### config.mk
export PLATFORM = sky130hd
export DESIGN_NAME = pwm_bank
export DESIGN_NICKNAME = d
export VERILOG_FILES = /design/src/rtl/pwm_bank_pkg.sv /design/src/rtl/pwm_prescale.sv /design/src/rtl/pwm_group.sv /design/src/rtl/pwm_bank.sv
export SDC_FILE = /design/constraint.sdc
export NUM_CORES = 1
export LEC_CHECK = 0
export ABC_AREA = 1
export BUFFER_PORTS_ARGS = -buffer_cell sky130_fd_sc_hd__buf_2
export CAP_MARGIN = 10
export CORE_UTILIZATION = 55
export DETAILED_ROUTE_END_ITERATION = 6
export PLACE_DENSITY = 0.72
export SKIP_CTS_REPAIR_TIMING = 1
export SYNTH_ARGS = -nofsm -noshare
export SYNTH_HDL_FRONTEND = slang
export SYNTH_SLANG_ARGS = --single-unit
### constraint.sdc
create_clock -name clk -period 9.3 [get_ports clk]
set_input_delay 0.465 -clock clk [delete_from_list [all_inputs] [get_ports clk]]
set_output_delay 0.465 -clock clk [all_outputs]
set_load 0.005 [all_outputs]
### src/rtl/pwm_bank_pkg.sv
package pwm_bank_pkg;
  localparam int ADDR_W   = 4;
  localparam int DATA_W   = 8;
  localparam int RES_A    = 7;   // wide slow group
  localparam int RES_B    = 6;   // narrow slow group
  localparam int RES_C    = 8;   // fast group
  localparam int SLOW_DIV = 3;   // system cycles per slow step

  typedef enum logic [1:0] {
    POL_A = 2'd0,
    POL_B = 2'd1,
    POL_C = 2'd2
  } pol_bit_e;
endpackage

### src/rtl/pwm_prescale.sv
module pwm_prescale #(
  parameter int DIV = 3
) (
  input  logic clk,
  input  logic rst_n,
  output logic tick
);
  localparam int CW = (DIV > 1) ? $clog2(DIV) : 1;
  localparam logic [CW-1:0] LAST = CW'(DIV - 1);

  logic [CW-1:0] cnt_q, cnt_d;

  always_comb begin
    cnt_d = (cnt_q == LAST) ? '0 : cnt_q + 1'b1;
  end

  always_ff @(posedge clk or negedge rst_n) begin
    if (!rst_n) cnt_q <= '0;
    else        cnt_q <= cnt_d;
  end

  assign tick = (cnt_q == LAST);
endmodule

### src/rtl/pwm_group.sv
module pwm_group #(
  parameter int W = 7,
  parameter int N = 4
) (
  input  logic                clk,
  input  logic                rst_n,
  input  logic                step,
  input  logic [N-1:0]        wr_sel,
  input  logic [W-1:0]        wr_val,
  output logic [W-1:0]        cnt_o,
  output logic [N-1:0][W-1:0] act_o
);
  logic [W-1:0]        cnt_q, cnt_d;
  logic [N-1:0][W-1:0] shd_q, shd_d;
  logic [N-1:0][W-1:0] act_q, act_d;
  logic                wrap;

  assign wrap = step && (cnt_q == {W{1'b1}});

  always_comb begin
    cnt_d = step ? cnt_q + 1'b1 : cnt_q;
    for (int i = 0; i < N; i++) begin
      shd_d[i] = wr_sel[i] ? wr_val : shd_q[i];
      act_d[i] = wrap ? shd_d[i] : act_q[i];
    end
  end

  always_ff @(posedge clk or negedge rst_n) begin
    if (!rst_n) begin
      cnt_q <= '0;
      shd_q <= '0;
      act_q <= '0;
    end else begin
      cnt_q <= cnt_d;
      shd_q <= shd_d;
      act_q <= act_d;
    end
  end

  assign cnt_o = cnt_q;
  assign act_o = act_q;
endmodule

### src/rtl/pwm_bank.sv
module pwm_bank
  import pwm_bank_pkg::*;
#(
  parameter int NA = 4,
  parameter int NB = 4,
  parameter int NC = 4
) (
  input  logic                clk,
  input  logic                rst_n,
  input  logic                wr_en,
  input  logic [ADDR_W-1:0]   wr_addr,
  input  logic [DATA_W-1:0]   wr_data,
  input  logic [NA+NB-1:0]    port_lo,
  input  logic [NC-1:0]       port_hi,
  output logic [NA+NB-1:0]    pin_lo,
  output logic [NC-1:0]       pin_hi
);
  localparam int NLO     = NA + NB;
  localparam int BASE_B  = NA;
  localparam int BASE_C  = NA + NB;
  localparam int A_ENLO  = NA + NB + NC;
  localparam int A_ENHI  = A_ENLO + 1;
  localparam int A_POL   = A_ENLO + 2;

  // reset: asserted asynchronously, released on a clock edge
  logic [1:0] rsync_q;
  logic       rst_q;
  always_ff @(posedge clk or negedge rst_n) begin
    if (!rst_n) rsync_q <= 2'b00;
    else        rsync_q <= {rsync_q[0], 1'b1};
  end
  assign rst_q = rsync_q[1];

  logic tick;
  pwm_prescale #(.DIV(SLOW_DIV)) u_pre (.clk(clk), .rst_n(rst_q), .tick(tick));

  // write decode
  logic [NA-1:0] sel_a;
  logic [NB-1:0] sel_b;
  logic [NC-1:0] sel_c;
  for (genvar i = 0; i < NA; i++) begin : g_sa
    assign sel_a[i] = wr_en && (wr_addr == ADDR_W'(i));
  end
  for (genvar i = 0; i < NB; i++) begin : g_sb
    assign sel_b[i] = wr_en && (wr_addr == ADDR_W'(BASE_B + i));
  end
  for (genvar i = 0; i < NC; i++) begin : g_sc
    assign sel_c[i] = wr_en && (wr_addr == ADDR_W'(BASE_C + i));
  end

  // control registers
  logic [NLO-1:0] en_lo_q, en_lo_d;
  logic [NC-1:0]  en_hi_q, en_hi_d;
  logic [2:0]     pol_q, pol_d;

  always_comb begin
    en_lo_d = en_lo_q;
    en_hi_d = en_hi_q;
    pol_d   = pol_q;
    if (wr_en && wr_addr == ADDR_W'(A_ENLO)) en_lo_d = wr_data[NLO-1:0];
    if (wr_en && wr_addr == ADDR_W'(A_ENHI)) en_hi_d = wr_data[NC-1:0];
    if (wr_en && wr_addr == ADDR_W'(A_POL))  pol_d   = wr_data[2:0];
  end

  always_ff @(posedge clk or negedge rst_q) begin
    if (!rst_q) begin
      en_lo_q <= '0;
      en_hi_q <= '0;
      pol_q   <= '0;
    end else begin
      en_lo_q <= en_lo_d;
      en_hi_q <= en_hi_d;
      pol_q   <= pol_d;
    end
  end

  // timebases and latches
  logic [RES_A-1:0]          cnt_a;
  logic [NA-1:0][RES_A-1:0]  act_a;
  logic [RES_B-1:0]          cnt_b;
  logic [NB-1:0][RES_B-1:0]  act_b;
  logic [RES_C-1:0]          cnt_c;
  logic [NC-1:0][RES_C-1:0]  act_c;

  pwm_group #(.W(RES_A), .N(NA)) u_ga (
    .clk(clk), .rst_n(rst_q), .step(tick), .wr_sel(sel_a),
    .wr_val(wr_data[RES_A-1:0]), .cnt_o(cnt_a), .act_o(act_a));
  pwm_group #(.W(RES_B), .N(NB)) u_gb (
    .clk(clk), .rst_n(rst_q), .step(tick), .wr_sel(sel_b),
    .wr_val(wr_data[RES_B-1:0]), .cnt_o(cnt_b), .act_o(act_b));
  pwm_group #(.W(RES_C), .N(NC)) u_gc (
    .clk(clk), .rst_n(rst_q), .step(1'b1), .wr_sel(sel_c),
    .wr_val(wr_data[RES_C-1:0]), .cnt_o(cnt_c), .act_o(act_c));

  // compare, polarity, pin select
  for (genvar i = 0; i < NA; i++) begin : g_pa
    logic wave;
    assign wave      = (cnt_a < act_a[i]) ^ pol_q[POL_A];
    assign pin_lo[i] = en_lo_q[i] ? wave : port_lo[i];
  end
  for (genvar i = 0; i < NB; i++) begin : g_pb
    logic wave;
    assign wave              = (cnt_b < act_b[i]) ^ pol_q[POL_B];
    assign pin_lo[BASE_B+i]  = en_lo_q[BASE_B+i] ? wave : port_lo[BASE_B+i];
  end
  for (genvar i = 0; i < NC; i++) begin : g_pc
    logic wave;
    assign wave      = !(cnt_c < act_c[i]) ^ pol_q[POL_C];
    assign pin_hi[i] = en_hi_q[i] ? wave : port_hi[i];
  end
endmodule

==> results.toml <==
[synth]
synth_common_cells = "nand2_1 (326), dfrtp_1 (208), inv_1 (122)"
synthDistinctLibCells = 28
syn_area_um2 = 9910
syn_inst = 1110
yosysWarnings = 0
synth_seq_cells = 208
post-synth-top-count-cell = "nand2_1"
syn_nets = 1212
yosysSeqAreaShare = 0.525
synth_area_leader_cell = "dfrtp_1"
avgSynthCellArea_um2 = 8.93
synth_top_area_frac = 0.525
synthTopCellsByArea = "dfrtp_1 (53%), nand2_1 (12%), ha_1 (9.5%), inv_1 (4.6%), o21ai_1 (4.1%)"
synth_edf_count = 0
synth-async-reset-ratio = 1.00
ys.flop_type = "dfrtp_1"

[clock_network]
htreeDepth = 1
cts_root_buffer = "clkbuf_16"
cts_buffers = 23
clockBufferDepth = 3
clock-sinks = 208
clk_latency_ps = 500
cts_tree = "done"
clk_pin_slew_ps = 60

[floorplan]
dieArea_um2 = 18600
rows = 48
core_um2 = 17400
die_width_um = 136
start_util = 0.569
ios = 39
die_h_um = 136

[sta]
relSlewSlack = 0.269
fin_skew_ps = 12.3
fin_crit_sh = 0.284
drv_slew = 0
finalSetupViolations = 0
worst_pin_slew_ps = 1090
hold_violations = 0
fin_tns_setup_ps = 0
fin_crit_ps = 2640
setup_ws_ps = 6660
fmax_mhz = 378
grt_setup_unrepaired = "no"

[global_routing]
antenna_found_initial = 1
grt_pass1_vias = 7006
grt_start_max_net_pins = 73
track_usage = 0.246
grt_pass1_wl_um = 35200
overflow = 0

[placed_design]
place.port_buffers = 38
post-place-ws_ps = 6790
gp_congestion = 0.813
placed_cell_area_um2 = 10200
hpwl_um = 14100

[final_layout]
layout.nets = 1245
area_growth_pct = 10.9
register_area_um2 = 5210
final_cell_area_um2 = 11000
utilization = 0.631
drive_gt1_frac = 0.100
fill_cells = 1520
multi_input_comb_area_um2 = 4040

[power]
max-vdd-ir-drop_mv = 0.169
powerDensity_nw_per_um2 = 194
p_leak_nw = 5.88

[setup_path]
start_kind = "flip-flop"
crit_type = "reg2out"
cp.arrival_ps = 2180
cpMaxStageDelayCell = "dfrtp_1"
crit_path_max_fanout = 7
cp_slowest_stage_delay_ps = 480
crit_buf_inv = 1
worstPathCellList = "ha_1, a21oi_1, nor2_1, nor3_1, nand2_1, nand2_1, nand3_1, nand2_1, buf_2"
crit_path_end_kind = "output port"
crit_top_cell = "nand2_1"
required_ps = 8840
path_delay_family = "simple AND/OR/NAND/NOR gates"

[route]
drc = 0
drt-initial-drc-count = 464
avgRoutedWirePerCell_um = 15.3
via_per_inst = 5.22
vias = 7212
dr.pass1.iters = 5
ant_nets = 0
wirelength_um = 21100

[flow_run]
drv_cap = 0

[min_path]
hold_class = "in2reg"

[run_status]
status = "complete, no violations"
worst paths after layout:
path / start / end / slack, ps / cells past startpoint
max in group asynchronous: rsync_q[1] / u_ga.act_o[4] / 7440 / 1
worst max-delay path: u_ga.cnt_o[4] / pin_lo[3] / 6660 / 9
worst min register to register: rsync_q[0] / rsync_q[1] / 350 / 0
min in group asynchronous: rst_n / rsync_q[1] / 280 / 2
worst min-delay path: wr_data[1] / pol_q[1] / 200 / 3
worst max register to register: u_ga.cnt_o[1] / u_ga.act_o[21] / 6790 / 8
layer usage:
| metal | vias up | GRT usage | share of wire |
|---|---|---|---|
| met4 | 0 | 0.0691 | 0.027 |
| li1 | 3628 | - | - |
| met2 | 103 | 0.402 | 0.47 |
| met1 | 3444 | 0.343 | 0.47 |
| met5 | - | 0 | 0 |
| met3 | 37 | 0.0321 | 0.031 |
cell families after synthesis:
family,synth area share
AND/OR/NAND/NOR,0.177
AO/OA/AOI/OAI,0.118
flip-flops,0.525
buffers and inverters,0.0674
adder cells (fa/ha/maj),0.0947
XOR/XNOR,0.0141
multiplexers,0.00341
other,0.000378
tightest hold or removal path, delay by kind of cell:
family | cells | cell delay [ps]
buf+inv | 1 | 90
compound gates | 1 | 60
simple gates | 1 | 40
cell type report:
cell class	instances	area share
Antenna cell	1	0.000228
Clock buffer	32	0.0600
Clock inverter	5	0.00911
Inverter	127	0.0434
Multi-Input combinational cell	741	0.368
Sequential cell	208	0.474
Tap cell	225	0.0256
Timing Repair Buffer	42	0.0203
flip-flops by register name (all words and copies together), names as in the netlist, 3 cells and up:
| signal | cells |
|---|---|
| u_gc.act_o | 32 |
| u_gc.shd_q | 32 |
| u_ga.act_o | 28 |
| u_ga.shd_q | 28 |
| u_gb.act_o | 24 |
| u_gb.shd_q | 24 |
| en_lo_q | 8 |
| u_gc.cnt_o | 8 |
| u_ga.cnt_o | 7 |
| u_gb.cnt_o | 6 |
| en_hi_q | 4 |
| pol_q | 3 |
cells in the final DEF (no fill, tap or decap), types with 2 or more instances in the layout:
cell type,count
inv_1,122
buf_2,38
nor3_1,6
ha_1,75
clkbuf_8,5
nand2_2,11
a21oi_1,31
bufinv_16,3
a21boi_0,4
inv_2,5
clkbuf_16,23
dfrtp_1,207
xor2_1,13
buf_4,3
nor3_4,2
o21a_1,8
o21ai_1,82
o21ai_0,79
clkbuf_1,4
clkinv_2,2
nor2_1,43
nor2_4,5
nand3_1,34
nand2_1,326
o21ai_2,13
mux2_2,3
xnor2_1,3
where the power goes:
group,total [mW],leakage [nW],switching (mW),internal (mW)
registers,1.03,2.37,0.0389,0.994
clock network,0.916,0.374,0.345,0.572
logic,0.187,3.13,0.119,0.0689
per-stage QoR:
step | std cells | power [mW] | hold slack, ps
finish | 1381 | 2.14 | 196
global route | 1380 | 2.23 | 195
CTS | 1379 | 2.15 | -274
detailed placement | 1342 | 1.24 | 251
global placement | 1342 | 1.23 | 251
floorplan | 1110 | 1.17 | 169
No activity file was read; power rests on OpenSTA's default activity.
